**src/rtl/lbt_pkg.sv**
```systemverilog
`timescale 1ns/1ps
package lbt_pkg;
  localparam int ADDR_W  = 32;
  localparam int DATA_W  = 32;
  localparam int BE_W    = DATA_W / 8;
  localparam int STRAP_W = 4;
  localparam int MODE_W  = 3;
  localparam int OFF_W   = 19;
  localparam int NREG    = 5;
  localparam logic [MODE_W-1:0] MODE_LINEAR = 3'b101;

  typedef enum int unsigned {
    RG_FRAME = 0,
    RG_MIO   = 1,
    RG_PORT  = 2,
    RG_TV    = 3,
    RG_COP   = 4
  } region_e;

  typedef enum logic [2:0] {
    ST_IDLE, ST_WAIT, ST_RDY, ST_PARK, ST_HOLD
  } cyc_state_e;
endpackage

```
**src/rtl/lbt_strap_latch.sv**
```systemverilog
`timescale 1ns/1ps
module lbt_strap_latch
  import lbt_pkg::*;
(
  input  logic               clk,
  input  logic               rst,
  input  logic [STRAP_W-1:0] strap_base_i,
  input  logic [MODE_W-1:0]  strap_mode_i,
  output logic [STRAP_W-1:0] base_o,
  output logic               linear_o
);
  // Straps follow the pins throughout reset and freeze when it ends.
  always_ff @(posedge clk) begin
    if (rst) begin
      base_o   <= strap_base_i;
      linear_o <= (strap_mode_i == MODE_LINEAR);
    end
  end
endmodule

```
**src/rtl/lbt_addr_decode.sv**
```systemverilog
`timescale 1ns/1ps
module lbt_addr_decode
  import lbt_pkg::*;
(
  input  logic [ADDR_W-1:0]  addr_i,
  input  logic               wr_i,
  input  logic [BE_W-1:0]    be_n_i,
  input  logic [STRAP_W-1:0] base_i,
  input  logic               linear_i,
  output logic               hit_o,
  output logic [NREG-1:0]    sel_o,
  output logic [OFF_W-1:0]   off_o,
  output logic [BE_W-1:0]    be_o
);
  logic upper_ok;
  logic reg_space;

  always_comb begin
    upper_ok  = linear_i && (addr_i[31:30] == 2'b00) && (addr_i[25:24] == 2'b00)
                && (addr_i[29:26] == base_i);
    reg_space = (addr_i[23:17] == 7'b1000101) && (addr_i[1:0] == 2'b00);
    sel_o = '0;
    off_o = '0;
    be_o  = ~be_n_i;
    if (upper_ok) begin
      if (addr_i[23:21] == 3'b000) begin
        sel_o[RG_FRAME] = 1'b1;
        off_o = addr_i[20:2];
      end else if (addr_i[23:16] == 8'h80) begin
        sel_o[RG_MIO] = 1'b1;
        off_o = OFF_W'(addr_i[15:2]);
        if (!wr_i) be_o = BE_W'(1) << addr_i[13:12];
      end else if (reg_space) begin
        if (addr_i[15:13] == 3'b110) begin
          sel_o[RG_PORT] = 1'b1;
          off_o = OFF_W'(addr_i[12:2]);
        end else if (addr_i[15:12] == 4'b1110) begin
          sel_o[RG_TV] = 1'b1;
          off_o = OFF_W'(addr_i[10:2]);
        end else if (addr_i[15:12] == 4'b1111) begin
          sel_o[RG_COP] = 1'b1;
          off_o = OFF_W'(addr_i[11:2]);
        end
      end
    end
    hit_o = |sel_o;
  end
endmodule

```
**src/rtl/lbt_cycle_ctrl.sv**
```systemverilog
`timescale 1ns/1ps
module lbt_cycle_ctrl
  import lbt_pkg::*;
#(
  parameter int WAIT_STATES = 2
) (
  input  logic              clk,
  input  logic              rst,
  input  logic              ads_n_i,
  input  logic              rdyrtn_n_i,
  input  logic              hit_i,
  input  logic [NREG-1:0]   sel_i,
  input  logic [OFF_W-1:0]  off_i,
  input  logic              wr_i,
  input  logic [BE_W-1:0]   be_i,
  input  logic [DATA_W-1:0] rd_data_i,
  output logic              ldev_n_o,
  output logic              ldev_oe_o,
  output logic              lrdy_n_o,
  output logic              lrdy_oe_o,
  output logic [DATA_W-1:0] dat_o,
  output logic              dat_oe_o,
  output logic [NREG-1:0]   sel_o,
  output logic [OFF_W-1:0]  off_o,
  output logic              wr_o,
  output logic [BE_W-1:0]   be_o,
  output logic              stb_o
);
  localparam int CNT_W = $clog2(WAIT_STATES + 1);

  cyc_state_e        state;
  logic [CNT_W-1:0]  cnt;
  logic              rtn_seen;
  logic [DATA_W-1:0] lane_mask;
  logic [DATA_W-1:0] rd_shaped;

  for (genvar b = 0; b < BE_W; b++) begin : g_lane
    assign lane_mask[b*8 +: 8] = {8{be_o[b]}};
  end

  assign rd_shaped = sel_o[RG_MIO] ? (rd_data_i & lane_mask) : rd_data_i;

  always_ff @(posedge clk) begin
    if (rst) begin
      state     <= ST_IDLE;
      cnt       <= '0;
      rtn_seen  <= 1'b0;
      ldev_n_o  <= 1'b1;
      ldev_oe_o <= 1'b0;
      lrdy_n_o  <= 1'b1;
      lrdy_oe_o <= 1'b0;
      dat_o     <= '0;
      dat_oe_o  <= 1'b0;
      sel_o     <= '0;
      off_o     <= '0;
      wr_o      <= 1'b0;
      be_o      <= '0;
      stb_o     <= 1'b0;
    end else begin
      stb_o <= 1'b0;
      unique case (state)
        ST_IDLE: begin
          if (!ads_n_i && hit_i) begin
            state     <= ST_WAIT;
            cnt       <= CNT_W'(WAIT_STATES);
            rtn_seen  <= 1'b0;
            ldev_n_o  <= 1'b0;
            ldev_oe_o <= 1'b1;
            lrdy_n_o  <= 1'b1;
            lrdy_oe_o <= 1'b1;
            sel_o     <= sel_i;
            off_o     <= off_i;
            wr_o      <= wr_i;
            be_o      <= be_i;
            stb_o     <= 1'b1;
          end
        end
        ST_WAIT: begin
          if (cnt == CNT_W'(1)) begin
            state    <= ST_RDY;
            lrdy_n_o <= 1'b0;
            if (!wr_o) begin
              dat_oe_o <= 1'b1;
              dat_o    <= rd_shaped;
            end
          end else begin
            cnt <= cnt - CNT_W'(1);
          end
        end
        ST_RDY: begin
          state    <= ST_PARK;
          lrdy_n_o <= 1'b1;
          ldev_n_o <= 1'b1;
          dat_oe_o <= 1'b0;
          if (!rdyrtn_n_i) rtn_seen <= 1'b1;
        end
        ST_PARK: begin
          ldev_oe_o <= 1'b0;
          lrdy_oe_o <= 1'b0;
          sel_o     <= '0;
          state     <= (rtn_seen || !rdyrtn_n_i) ? ST_IDLE : ST_HOLD;
        end
        ST_HOLD: begin
          if (!rdyrtn_n_i) state <= ST_IDLE;
        end
        default: state <= ST_IDLE;
      endcase
    end
  end
endmodule

```
**src/rtl/lbus_target_dec.sv**
```systemverilog
`timescale 1ns/1ps
module lbus_target_dec
  import lbt_pkg::*;
#(
  parameter int WAIT_STATES = 2
) (
  input  logic                 clk,
  input  logic                 rst,
  input  logic [STRAP_W-1:0]   strap_base_i,
  input  logic [MODE_W-1:0]    strap_mode_i,
  input  logic                 ads_n_i,
  input  logic [ADDR_W-1:0]    addr_i,
  input  logic                 wr_i,
  input  logic [BE_W-1:0]      be_n_i,
  input  logic                 rdyrtn_n_i,
  output logic                 ldev_n_o,
  output logic                 ldev_oe_o,
  output logic                 lrdy_n_o,
  output logic                 lrdy_oe_o,
  output logic [DATA_W-1:0]    dat_o,
  output logic                 dat_oe_o,
  input  logic [DATA_W-1:0]    rd_data_i,
  output logic [NREG-1:0]      region_sel_o,
  output logic [OFF_W-1:0]     region_off_o,
  output logic                 req_wr_o,
  output logic [BE_W-1:0]      req_be_o,
  output logic                 req_stb_o
);
  logic [STRAP_W-1:0] base;
  logic               linear;
  logic               hit;
  logic [NREG-1:0]    dec_sel;
  logic [OFF_W-1:0]   dec_off;
  logic [BE_W-1:0]    dec_be;

  lbt_strap_latch u_strap (
    .clk(clk), .rst(rst), .strap_base_i(strap_base_i), .strap_mode_i(strap_mode_i),
    .base_o(base), .linear_o(linear)
  );

  lbt_addr_decode u_dec (
    .addr_i(addr_i), .wr_i(wr_i), .be_n_i(be_n_i), .base_i(base), .linear_i(linear),
    .hit_o(hit), .sel_o(dec_sel), .off_o(dec_off), .be_o(dec_be)
  );

  lbt_cycle_ctrl #(.WAIT_STATES(WAIT_STATES)) u_cyc (
    .clk(clk), .rst(rst), .ads_n_i(ads_n_i), .rdyrtn_n_i(rdyrtn_n_i),
    .hit_i(hit), .sel_i(dec_sel), .off_i(dec_off), .wr_i(wr_i), .be_i(dec_be),
    .rd_data_i(rd_data_i),
    .ldev_n_o(ldev_n_o), .ldev_oe_o(ldev_oe_o), .lrdy_n_o(lrdy_n_o), .lrdy_oe_o(lrdy_oe_o),
    .dat_o(dat_o), .dat_oe_o(dat_oe_o), .sel_o(region_sel_o), .off_o(region_off_o),
    .wr_o(req_wr_o), .be_o(req_be_o), .stb_o(req_stb_o)
  );
endmodule

```
**config.mk**
```make
export PLATFORM = sky130hd
export DESIGN_NAME = lbus_target_dec
export DESIGN_NICKNAME = d
export VERILOG_FILES = /design/src/rtl/lbt_pkg.sv /design/src/rtl/lbt_strap_latch.sv /design/src/rtl/lbt_addr_decode.sv /design/src/rtl/lbt_cycle_ctrl.sv /design/src/rtl/lbus_target_dec.sv
export SDC_FILE = /design/constraint.sdc
export NUM_CORES = 1
export LEC_CHECK = 0
export BUFFER_PORTS_ARGS = -buffer_cell sky130_fd_sc_hd__clkbuf_2
export CORE_ASPECT_RATIO = 1.1
export CORE_MARGIN = 3
export CORE_UTILIZATION = 35
export DETAILED_ROUTE_END_ITERATION = 8
export MAX_ROUTING_LAYER = met4
export SETUP_SLACK_MARGIN = 0.5
export SLEW_MARGIN = 25
export SYNTH_ARGS = -nofsm -noshare
export SYNTH_HDL_FRONTEND = slang
export SYNTH_HIERARCHICAL = 1
export SYNTH_SLANG_ARGS = --single-unit
```
**constraint.sdc**
```tcl
create_clock -name clk -period 4.9 [get_ports clk]
set_input_delay 0.98 -clock clk [delete_from_list [all_inputs] [get_ports clk]]
set_output_delay 0.98 -clock clk [all_outputs]
set_load 0.02 [all_outputs]
```
==> results, run 1 <==
- The path class of the tightest hold or removal check is flop to flop.
- In the finished design, the share of the clock period the worst path needs comes to 0.656.
- Across the run, the number of max-cap violations was 0.
- The per-cell routed wire length is around 16 µm.
- The areal power density over the cells is 267 mW/mm².
- The part of the Yosys area used for sequential elements is 0.464.
- The most common cell after layout, fill and taps aside is sky130_fd_sc_hd__clkbuf_2.
- STA puts the critical path data required time at 5.20 ns.
- When the netlist entered floorplanning its net count stood at 421.
- Buffers inserted during clock tree synthesis total 9.
- The critical path goes through clkbuf_2 > nor4_2 > nand2_1 > o21ai_1 > and2_2 > or3b_1 > nor3_4 > buf_4 > a22o_1.
- Measured against its own limit, the worst slew margin works out to 0.322.
- The number of synthesized flops with an enable pin is 5.
- The layout net count is roughly 550.
- On the final layout, the worst clock skew is 0.00964 ns.
- The standard cell core area is between 0.009 and 0.01 mm².
- During synthesis, Yosys emitted a total of 6 warnings.
- For the final routed database, the setup TNS stands at 0 ns.
- For this run, design rule violations remaining after detail routing come to 0.
- Routability-driven placement finished with a final weighted congestion of 0.827.
- The async set-or-reset flop fraction in the synthesized netlist is 0.
- The clock reaches the later pin of the worst-skew pair after 0.35 ns.
- TritonCTS built the clock tree.
- The cell row count is 37.
- The first routing iteration left slightly above 100 violations.
- Once placement completed, the tool counted placed cells totaling 574.
- The data arrival time of the worst path is about 3.5 ns.
- The total number of H-tree levels is 3.
- Of the cells placed in the final design, the portion with a size suffix greater than 1 is 0.395.
- The initial antenna violation count is 0.
- The final setup violation count is 0.
- Detailed placement finished with a half-perimeter wire length of 6.67 mm.
- Setup repair after global routing left no endpoint under its margin.
- The critical path's largest stage delay is 0.55 ns.
- The shortest period the worst path allows is 3.22 ns.
- The first detailed-routing pass took 4 iterations.
- Clock tree synthesis selected as its root buffer the cell sky130_fd_sc_hd__clkbuf_8.
- Derived from the worst setup path, the maximum achievable clock frequency is 0.311 GHz.
- Along the worst path, the maximum fanout reaches 30.
- The pin count of the biggest net entering global routing is 68.
- The transition at the pin with the smallest max-transition slack is a little over 1 ns.
- The number of global-route vias before repair was 2863.
- The endpoint type of the worst setup path is a flop.
- The total leakage power is 0.00216 µW.
- The total inserted antenna cells is 0.
- The average instance area after synthesis is 10.1 µm².
- The number of standard cells in the final layout excluding fillers is 590.
- The number of register bits inferred by synthesis is slightly below 80.
- The post-cts gate resize count is 0.
- The kind of launch point of the worst setup path is an input pin.
- The total via count after detailed routing is 3049.
- The signed area change from the synthesized netlist to the final layout is 26.9%.
- The global-route wire length before repair is ~14 mm.
- The top cell types in the final layout, fill and taps aside, are sky130_fd_sc_hd__clkbuf_2, sky130_fd_sc_hd__dfxtp_1, sky130_fd_sc_hd__nand2_1.
- After clock tree synthesis, the clock-pin slew on the worst setup and hold paths is 0.08 ns.
- The I/O pin count is 147.
- The area of the die is 0.0110 mm².
- The number of vias per cell is 5.17.
- For this configuration, the core starts out at a cell density of 0.364.
- The count of buffers from port buffering is between 100 and 150.
- The post-CTS setup-driven buffer insertion count is 0.
- The final max-slew violation count came to 0.
- The mapped netlist covers 0.00343 mm².
- In this run the deepest clock path goes through 2 buffers.
- The detail route stage leaves a number of antenna-violating nets equal to 0.
- The leading register cell type out of synthesis is sky130_fd_sc_hd__dfxtp_1.
- The floorplan step set the die height to 110 µm.
- For this run, the total global-route usage over all layers was measured as 0.171.
- The hold violation total from the final report is 0.
- Synthesis produced 340 cells.
- The flow ran to the end, and the final reports show no timing, DRC or antenna violations.
- For this design, the slowest cell found on the critical path is sky130_fd_sc_hd__o21ai_1.
- Measured along the x axis, the die boundary spans 100 µm.
- Counting the fill cells in the layout gives 951.
- In this run, post-CTS hold repair placed 0 buffers.
- The total wirelength of the detailed-routed design is 9.19 mm.
- Synthesis instantiated 53 different standard cells from the library.
- The total clock sinks is between 70 and 80.
- The worst setup path is of the input pin to flop kind.
- The maximum vdd drop is 0.123 mV.
- For this run the aggregate overflow at the end of global routing stands at 0.
layout make-up:
class	instances	area, µm²	share of cell area
Clock buffer	11	151	0.0348
Clock inverter	5	32.5	0.00747
Inverter	4	16.3	0.00373
Multi-Input combinational cell	229	1680	0.386
Sequential cell	77	1590	0.365
Tap cell	117	146	0.0336
Timing Repair Buffer	147	738	0.169
critical path: cells and delay by family:
family	cells	cell delay (ns)
AOI/OAI and AO/OA	2	0.75
buffers and inverters	2	0.43
and+or+nand+nor	5	1.31
synth_stat cells (all sizes together) (2+ instances only):
master	number	area, µm²
edfxtp	5	150
nand2b	4	25.0
mux2i	36	360
buf	16	111
nand3	4	20.0
clkbuf	14	55.1
and4b	2	22.5
dfxtp	72	1440
nand2	42	158
xor2	4	35.0
or3	3	18.8
o21ai	4	20.0
a32o	4	40.0
a21oi	4	20.0
nor3	5	30.0
nor4	6	58.8
nor3b	3	22.5
nor2	8	30.0
nor2b	4	25.0
and3	18	125
o21a	2	15.0
inv	4	15.0
a22o	24	210
o211ai	32	240
or2	2	12.5
metrics by stage:
step	util	instance area, µm²	setup WS, ns	total power, µW	hold slack, ns
after global placement	0.441	4160	1.40	727	0.445
after CTS	0.461	4350	1.72	1190	0.458
after detailed placement	0.442	4170	1.33	729	0.447
final	0.461	4360	1.68	1160	0.453
after global routing	0.461	4360	1.51	1220	0.475
after floorplan	-	3430	2.08	686	0.433
logic make-up (layout without fill, tap and decap cells):
| family | Yosys count | after routing | share of synthesized area |
|---|---|---|---|
| flip-flops | 77 | 77 | 0.464 |
| XOR/XNOR | 4 | 4 | 0.0102 |
| multiplexers | 37 | 37 | 0.108 |
| adder cells (fa/ha/maj) | 1 | 1 | 0.00364 |
| buffers and inverters | 34 | 167 | 0.0528 |
| AND/OR/NAND/NOR | 108 | 108 | 0.180 |
| AO/OA/AOI/OAI | 79 | 79 | 0.181 |
final timing paths:
path,startpoint,endpoint,slack (ns),cells after the start
worst max register to register,u_strap/base_o[3],u_cyc/off_o[15],1.99,8
worst min-delay path,u_cyc/dat_oe_o,u_cyc/dat_oe_o,0.45,2
worst min register to register,u_cyc/dat_oe_o,u_cyc/dat_oe_o,0.45,2
worst max-delay path,addr_i[18],u_cyc/off_o[15],1.68,9
sequential cells by signal, indices dropped and copies added (netlist names), 2 cells and up:
| register | cells |
|---|---|
| u_cyc/be_o | 4 |
| u_cyc/cnt | 2 |
| u_cyc/dat_o | 32 |
| u_cyc/off_o | 19 |
| u_cyc/sel_o | 5 |
| u_cyc/state | 3 |
| u_strap/base_o | 4 |
per-layer routing:
metal	routed length (µm)	share of wire	GRT usage	vias up
met5	0	0	-	-
met4	115	0.013	0.0674	0
met3	763	0.083	0.0470	13
met2	4110	0.45	0.257	128
met1	4190	0.46	0.218	1394
li1	-	-	-	1514
power breakdown:
| group | switching (µW) | internal (µW) |
|---|---|---|
| Combinational | 40.5 | 36.2 |
| Clock | 240 | 212 |
| Sequential | 1.33 | 635 |
| Total | 282 | 883 |
No activity file was read; power rests on OpenSTA's default activity.
==> inputs of run 2 (changes only) <==
- clock period: 4.9 -> 3.03 ns (I/O delays scaled with it)
==> run 2 against run 1 <==
Effect of this change: critical path depth shrank 1; setup slack worse by 1.0 ns; first-iteration DRC count shrank 26%; clock skew is 0.0057 ns higher; worst hold slack got worse by 0.022 ns; total power is 62% higher; critical path type unchanged; critical endpoint is now u_cyc/sel_o[0].
==> results, run 2 (same netlist as run 1, synthesis figures left out) <==
- Run status: complete, no violations (unchanged).
- The area of all placed cells without fillers came to 0.00441 mm² (was 0.00436 mm²).
- The most crowded layer after global routing was met2 (unchanged).
- The relative max-transition margin is 0.332 (was 0.322).
- The global-route met1 utilization is 0.209 (was 0.218).
- The number of fill cells was 922 (was 951).
- The cell class contributing the biggest share of worst-path delay is simple AND/OR/NAND/NOR gates (unchanged).
- The total via count after detailed routing is 3022 (was 3049).
- The startpoint of the worst register-to-register path is u_strap/base_o[2] (was u_strap/base_o[3]).
- The number of violations of the max-capacitance limit is 0 (unchanged).
- Most frequent cells in the layout: sky130_fd_sc_hd__clkbuf_2, sky130_fd_sc_hd__dfxtp_1, sky130_fd_sc_hd__nand2_1 (unchanged).
- The most repeated library cell on the critical path is sky130_fd_sc_hd__nand2_1.
- The I/O pin count is 147 (unchanged).
- The category of the most critical setup path is input pin to flop (unchanged).
- The proportion of total power due to net switching came to 0.259 (was 0.242).
- The kind of path behind the tightest hold check is input pin to flop (was flop to flop).
- The critical path's largest stage delay is 0.48 ns (was 0.55 ns).
- The cell at the root of the clock tree is sky130_fd_sc_hd__clkbuf_8 (unchanged).
- The cell row count is 37 (unchanged).
- The layout net count is 553 (was 549).
- The total internal power came to 1400 µW (was 883 µW).
- The largest register by flop count is u_cyc/dat_o (unchanged).
- The part of the total power dissipated in combinational logic is 0.068 (was 0.066).
- The endpoint type of the worst setup path is a flop (unchanged).
- Setup repair after global routing missed its margin: no (unchanged).
- The cell type of the slowest stage on the worst timing path is sky130_fd_sc_hd__nor3b_1 (was sky130_fd_sc_hd__o21ai_1).
- The number of vias per cell came to 5.09 (was 5.17).
- The total inserted antenna cells is 0 (unchanged).
- The data arrival time of the worst path is 2.60 ns (was 3.51 ns).
- The clock transition at the register clock pins on the worst setup and hold paths after CTS is 0.09 ns (was 0.08 ns).
- The startpoint of the most critical setup path was addr_i[18] (unchanged).
- The signed area change from the synthesized netlist to the final layout is 28.3% (was 26.9%).
- The hold violation total from the final report is 0 (unchanged).
- The kind of launch point of the worst setup path is an input pin (unchanged).
- The post-CTS setup-driven buffer insertion count is 0 (unchanged).
- The number of global-route vias before repair is 2798 (was 2863).
- The clock insertion delay at the later pin of the skew report is 0.35 ns (about the same).
- The most common cell after layout, fill and taps aside is sky130_fd_sc_hd__clkbuf_2 (unchanged).
- The multi-input combinational cell area is 0.00168 mm² (unchanged).
- The post-cts gate resize count is 0 (unchanged).
- Static timing analysis puts the maximum clock frequency at approximately 0.42 GHz.
- The violation count after the first detailed-route iteration came to 75 (was 102).
- The number of cells in the design after placement is 578 (was 574).
- The initial standard-cell utilization of the core was 0.364 (unchanged).
- The y dimension of the die is 110 µm (unchanged).
- The aggregate negative setup slack was 0 ns (unchanged).
- The worst clock skew came to 0.0153 ns (was 0.00964 ns).
- The count of buffers from port buffering came to 146 (unchanged).
- The met3 track demand over resource came to 0.0565 (was 0.0470).
- The period utilization is 0.779.
- The standard cell core area is 0.00944 mm² (unchanged).
- The total leakage power is 0.00218 µW (was 0.00216 µW).
- The number of nets with antenna violations after detailed routing was 0 (unchanged).
- The pin count of the biggest net entering global routing is 35 (was 68).
- The share of cells above drive strength 1 is 0.400 (was 0.395).
- The total wirelength of the detailed-routed design was 9.08 mm (was 9.19 mm).
- The number of buffers inserted for hold repair after clock tree synthesis was 0 (unchanged).
- The area of the die is 0.0110 mm² (unchanged).
- The total number of H-tree levels is 3 (unchanged).
- The clock group share of total power is 0.386 (was 0.388).
- The number of CTS-inserted buffers is 9 (unchanged).
- The number of buffers on the longest clock path is 2 (unchanged).
- The total clock sinks is 77 (unchanged).
- The overall track demand over capacity in global routing is 0.168 (was 0.171).
- The number of flip-flops under the largest register name is 32 (unchanged).
- The final max-slew violation count came to 0 (unchanged).
- The global-route wire length before repair came to 14.1 mm (was 14.3 mm).
- The CTS tree is yes (unchanged).
- The number of standard cells in the final layout excluding fillers is 594 (was 590).
- The worst hold slack was 0.431 ns (was 0.453 ns).
- The maximum vdd drop is 0.240 mV (was 0.123 mV).
- Largest regs: u_cyc/dat_o: 32 flops, u_cyc/off_o: 19 flops, u_cyc/sel_o: 5 flops (unchanged).
- The cell area after placement is 0.00423 mm² (was 0.00417 mm²).
- The global routing usage on met2 is 0.259 (was 0.257).
- The leftover overflow at the end of global routing was 0 (unchanged).
- The smallest clock period supported by the final layout is computed as 2.36 ns.
- The final weighted congestion of routability-driven global placement is 0.803 (was 0.827).
- The peak fanout along the critical path was 5 (was 30).
- The areal power density over the cells came to 428 mW/mm² (was 267 mW/mm²).
- The total iterations of the first detailed-routing run came to 5 (was 4).
- The sequential cell fraction of total power is 0.546 (about the same).
- The required time of the worst setup path came to 3.27 ns (was 5.20 ns).
- Cell-by-cell listing of the critical path: clkbuf_2 > nor4_2 > nand2_1 > o21ai_1 > and2_2 > nor3b_1 > nand2_1 > a32o_1 (was clkbuf_2 > nor4_2 > nand2_1 > o21ai_1 > and2_2 > or3b_1 > nor3_4 > buf_4 > a22o_1).
- The area used by sequential logic in the layout is 0.00159 mm² (unchanged).
- The total half-perimeter wirelength after legalization and detailed placement was 6.67 mm (about the same).
- The die extent in x is 100 µm (unchanged).
- The count of unresolved DRC violations after routing is 0 (unchanged).
- The transition at the pin with the smallest max-transition slack is 1.00 ns (was 1.02 ns).
- The net switching component of the power is 487 µW (was 282 µW).
- The worst path buffer plus inverter count is 1 (was 2).
- The beginning of the worst hold path is strap_base_i[2] (was u_cyc/dat_oe_o).
- The final setup violation count came to 0 (unchanged).
- The initial antenna violation count was 0 (unchanged).
- The per-cell routed wire length came to 15.3 µm (was 15.6 µm).
run 2: cell count changes in the layout (fill, tap and decap cells not counted), sizes merged:
cell	change
buf	+4
inv	+3
clkbuf	-2
clkinv	-1
run 2: power groups by stage:
stage	Combinational [µW]	Sequential (µW)	Clock [µW]
final	128	1030	727
after global routing	144	1030	796
after CTS	129	1030	750
after detailed placement	128	1050	0
after global placement	126	1050	0
after floorplan	55.8	1050	0
run 2: layout make-up:
type / instances / share of cell area
Clock buffer: 9 / 0.0281
Clock inverter: 7 / 0.0128
Inverter: 4 / 0.00341
Multi-Input combinational cell: 229 / 0.381
Sequential cell: 77 / 0.361
Tap cell: 117 / 0.0332
Timing Repair Buffer: 151 / 0.180
run 2: path summary, 6_finish.rpt:
path         slack [ns]                 to  cells past startpoint
max                0.67     u_cyc/sel_o[0]                      8
min                0.43  u_strap/base_o[2]                      1
max reg2reg        0.68     u_cyc/sel_o[0]                      7
min reg2reg        0.45     u_cyc/dat_oe_o                      2
run 2: metrics by stage:
stage / utilization / setup slack, ns / power (µW)
global placement: 0.447 / 0.314 / 1180
floorplan: - / 0.584 / 1110
finish: 0.466 / 0.671 / 1880
global route: 0.466 / 0.508 / 1970
CTS: 0.466 / 0.682 / 1910
detailed placement: 0.447 / 0.369 / 1180
run 2: routing by layer:
metal,vias to the layer above,share of wire
li1,1516,-
met1,1395,0.46
met2,106,0.45
met3,5,0.078
met4,0,0.010
met5,-,0
==> inputs of run 3 (changes only) <==
- ABC_AREA: default -> 1
- clock period: 3.03 -> 2 ns (I/O delays scaled with it)
==> run 3 against run 2 <==
Effect of this change: count of clock-buffer cells in the layout unchanged; non-clock buffer count increased by 30; clock power increased to 2.7 times the previous value; synthesized area increased by 16%; register-to-register slack got worse by 0.44 ns; design area increased by 28%; utilization increased by 4.6 points; first-iteration DRC count increased to 2.7 times the previous value; sequential share of layout area decreased by 7.9 points.
==> results, run 3 <==
- The total leakage power is 0.00323 µW (was 0.00218 µW).
- The y dimension of the die is 118 µm (was 110 µm).
- The endpoint type of the worst setup path is a flop (unchanged).
- The hold violation total from the final report is 0 (unchanged).
- The I/O pin count came to 147 (unchanged).
- The async set-or-reset flop fraction in the synthesized netlist is 0 (unchanged).
- The cell area after synthesis is 0.00397 mm² (was 0.00343 mm²).
- The warning count from the yosys run came to 6 (unchanged).
- The share of cells above drive strength 1 is 0.314 (was 0.400).
- The number of vias per cell is 4.37 (was 5.09).
- The final setup violation count is 0 (unchanged).
- The synthesized net count is 714 (was 421).
- Most used standard cells in the synthesized netlist: sky130_fd_sc_hd__nand2_1, sky130_fd_sc_hd__inv_1, sky130_fd_sc_hd__nor2_1, sky130_fd_sc_hd__dfxtp_1, sky130_fd_sc_hd__o21ai_0 (was sky130_fd_sc_hd__dfxtp_1, sky130_fd_sc_hd__nand2_1, sky130_fd_sc_hd__mux2i_1, sky130_fd_sc_hd__o211ai_1, sky130_fd_sc_hd__a22o_1).
- The total internal power is 3090 µW (was 1400 µW).
- The average instance area after synthesis is 6.27 µm² (was 10.1 µm²).
- Based on the critical path, the design can be clocked at up to approximately 0.57 GHz.
- The standard cell core area is 0.0110 mm² (was 0.00944 mm²).
- The final weighted congestion of routability-driven global placement came to 0.859 (was 0.803).
- The number of flip-flops under the largest register name is 32 (unchanged).
- The clock transition at the register clock pins on the worst setup and hold paths after CTS is 0.06 ns (was 0.09 ns).
- The worst clock skew is 0.00625 ns (was 0.0153 ns).
- The global-route wire length before repair is 17.4 mm (was 14.1 mm).
- The part of the total power dissipated in combinational logic came to 0.101 (was 0.068).
- The startpoint of the worst register-to-register path is u_strap/base_o[0] (was u_strap/base_o[2]).
- Largest regs: u_cyc/dat_o: 32 flops, u_cyc/off_o: 19 flops, u_cyc/sel_o: 5 flops (unchanged).
- The number of buffers on the longest clock path is 2 (unchanged).
- The transition at the pin with the smallest max-transition slack was 0.498 ns (was 1.00 ns).
- The peak fanout along the critical path is 14 (was 5).
- The number of register bits inferred by synthesis is 77 (unchanged).
- In the finished design, the share of the clock period the worst path needs comes to 0.881.
- The total wirelength of the detailed-routed design is 11.2 mm (was 9.08 mm).
- The layout net count came to 890 (was 553).
- The distinct cell type count of the synthesized netlist is 27 (was 53).
- Run status: complete, no violations (unchanged).
- The number of standard cells in the final layout excluding fillers is 961 (was 594).
- The per-cell routed wire length is 11.6 µm (was 15.3 µm).
- The total via count after detailed routing was 4198 (was 3022).
- The number of global-route vias before repair came to 3859 (was 2798).
- The most common cell after layout, fill and taps aside is sky130_fd_sc_hd__nand2_1 (was sky130_fd_sc_hd__clkbuf_2).
- The count of buffers from port buffering came to 146 (unchanged).
- The beginning of the worst hold path is strap_base_i[0] (was strap_base_i[2]).
- The most instantiated library cell after synthesis was sky130_fd_sc_hd__nand2_1 (was sky130_fd_sc_hd__dfxtp_1).
- The total iterations of the first detailed-routing run is 5 (unchanged).
- The count of unresolved DRC violations after routing was 0 (unchanged).
- The number of synthesized flops with an enable pin is 5 (unchanged).
- The total number of H-tree levels is 3 (unchanged).
- The overall power consumption is 3970 µW (was 1880 µW).
- The cell at the root of the clock tree is sky130_fd_sc_hd__clkbuf_16 (was sky130_fd_sc_hd__clkbuf_8).
- The initial antenna violation count is 0 (unchanged).
- The largest register by flop count is u_cyc/dat_o (unchanged).
- The shortest period the worst path allows is 1.76 ns.
- The net switching component of the power came to 878 µW (was 487 µW).
- The kind of path behind the tightest hold check is input pin to flop (unchanged).
- The overall track demand over capacity in global routing came to 0.173 (was 0.168).
- The post-synthesis instance total is 633 (was 340).
- The startpoint of the most critical setup path is u_strap/base_o[0] (was addr_i[18]).
- The leading register cell type out of synthesis is sky130_fd_sc_hd__dfxtp_1 (unchanged).
- The total inserted antenna cells is 0 (unchanged).
- The area of the die was 0.0127 mm² (was 0.0110 mm²).
- The worst reg2reg path depth was 12 (was 7).
- The pin count of the biggest net entering global routing came to 66 (was 35).
- The total half-perimeter wirelength after legalization and detailed placement is 7.91 mm (was 6.67 mm).
- The number of cells in the design after placement came to 930 (was 578).
- The areal power density over the cells came to 704 mW/mm² (was 428 mW/mm²).
- The initial standard-cell utilization of the core is 0.361 (was 0.364).
- The clock insertion delay at the later pin of the skew report is 0.33 ns (was 0.35 ns).
- The clock group share of total power came to 0.498 (was 0.386).
- Most frequent cells in the layout: sky130_fd_sc_hd__nand2_1, sky130_fd_sc_hd__inv_1, sky130_fd_sc_hd__clkbuf_2 (was sky130_fd_sc_hd__clkbuf_2, sky130_fd_sc_hd__dfxtp_1, sky130_fd_sc_hd__nand2_1).
- The part of the Yosys area used for sequential elements is 0.401 (was 0.464).
- Setup repair after global routing missed its margin: yes (was no).
- The signed area change from the synthesized netlist to the final layout came to 42.0% (was 28.3%).
- The number of nets with antenna violations after detailed routing came to 0 (unchanged).
- The sequential cell fraction of total power is 0.401 (was 0.546).
- The final max-slew violation count is 0 (unchanged).
- The library cell with the largest summed area after synthesis is sky130_fd_sc_hd__dfxtp_1 (unchanged).
- The violation count after the first detailed-route iteration is 204 (was 75).
- The relative max-transition margin came to 0.667 (was 0.332).
- The required time of the worst setup path is 2.28 ns (was 3.27 ns).
- The data arrival time of the worst path is 2.04 ns (was 2.60 ns).
- The maximum vdd drop came to 0.374 mV (was 0.240 mV).
- The CTS tree is yes (unchanged).
- The category of the most critical setup path is flop to flop (was input pin to flop).
- The number of violations of the max-capacitance limit is 0 (unchanged).
- The number of buffers inserted for hold repair after clock tree synthesis is 0 (unchanged).
- The cell row count is 40 (was 37).
- The cell count of the worst hold path is 1 (unchanged).
- The kind of launch point of the worst setup path is a flop (was input pin).
- The leftover overflow at the end of global routing came to 0 (unchanged).
- The total clock sinks came to 77 (unchanged).
- The area share of the largest cell type after synthesis is 0.363 (was 0.420).
- Area contributors post-synth: sky130_fd_sc_hd__dfxtp_1, sky130_fd_sc_hd__nand2_1, sky130_fd_sc_hd__inv_1 (was sky130_fd_sc_hd__dfxtp_1, sky130_fd_sc_hd__mux2i_1, sky130_fd_sc_hd__o211ai_1).
- The die extent in x is 108 µm (was 100 µm).
- The proportion of total power due to net switching is 0.221 (was 0.259).
- The number of CTS-inserted buffers is 9 (unchanged).
[run 3: logic make-up (layout without fill, tap and decap cells)]
logic type                 after synthesis  count (layout)  synth area share
DFF                                     77              77             0.401
AOI/OAI and AO/OA                       45              45            0.0580
and+or+nand+nor                        342             345             0.364
adders and majority gates                1               1           0.00315
buffers and inverters                  168             346             0.174
[run 3: power by group through the flow]
stage	Combinational (µW)	Clock [µW]	Sequential (µW)
6_report	399	1980	1590
4_1_cts	382	2020	1590
3_5_place_dp	357	0	1630
5_1_grt	450	2080	1600
2_1_floorplan	192	0	1630
3_3_place_gp	349	0	1630
[run 3: metal layers]
metal / up-vias / track usage / part of all wire
met4: 0 / 0.0639 / 0.017
li1: 2201 / - / -
met2: 118 / 0.281 / 0.49
met3: 16 / 0.0373 / 0.057
met1: 1863 / 0.210 / 0.43
met5: - / - / 0
[run 3: path summary, 6_finish.rpt]
path	slack, ns	to
setup / recovery	0.24	u_cyc/sel_o[1]
hold / removal	0.24	u_strap/base_o[0]
setup reg to reg	0.24	u_cyc/sel_o[1]
hold reg to reg	0.45	u_cyc/off_o[1]
[run 3: final cells by class]
type,count,area [µm²]
inverters,149,562
clock inverters,7,136
fillers,1101,5370
multi-input cells,391,1870
repair buffers,181,1070
clock buffers,9,225
well taps,147,184
flip-flops and latches,77,1590
[run 3: worst max-delay path: stages (launching register included)]
cell	delay (ns)
sky130_fd_sc_hd__edfxtp_1	0.38
sky130_fd_sc_hd__nand2_1	0.10
sky130_fd_sc_hd__nand2_1	0.10
sky130_fd_sc_hd__nor2_4	0.16
sky130_fd_sc_hd__nand2_4	0.08
sky130_fd_sc_hd__nor2_8	0.12
sky130_fd_sc_hd__nand2_4	0.07
sky130_fd_sc_hd__inv_4	0.06
sky130_fd_sc_hd__nand4_4	0.11
sky130_fd_sc_hd__nor2_4	0.20
sky130_fd_sc_hd__clkbuf_16	0.21
sky130_fd_sc_hd__nand2_1	0.05
sky130_fd_sc_hd__nand2_1	0.06
[run 3: stage by stage]
| stage | hold WS [ns] | setup TNS, ns | utilization | setup slack [ns] | cell area (µm²) |
|---|---|---|---|---|---|
| 4_1_cts | 0.236 | 0 | 0.492 | 0.291 | 5420 |
| 6_report | 0.242 | 0 | 0.512 | 0.237 | 5640 |
| 2_1_floorplan | 0.437 | 0 | - | 0.172 | 3990 |
| 3_3_place_gp | 0.443 | -6.42 | 0.451 | -0.242 | 4960 |
| 3_5_place_dp | 0.449 | -8.30 | 0.451 | -0.327 | 4960 |
| 5_1_grt | 0.248 | 0 | 0.512 | 0.151 | 5640 |
[run 3: timing repair]
action                                  in CTS  in global routing
resized for setup                            7                 36
endpoints found under the setup margin      38                 45
gates cloned                                 2                  3
buffers inserted                             6                  4
pin swaps                                    2                 10
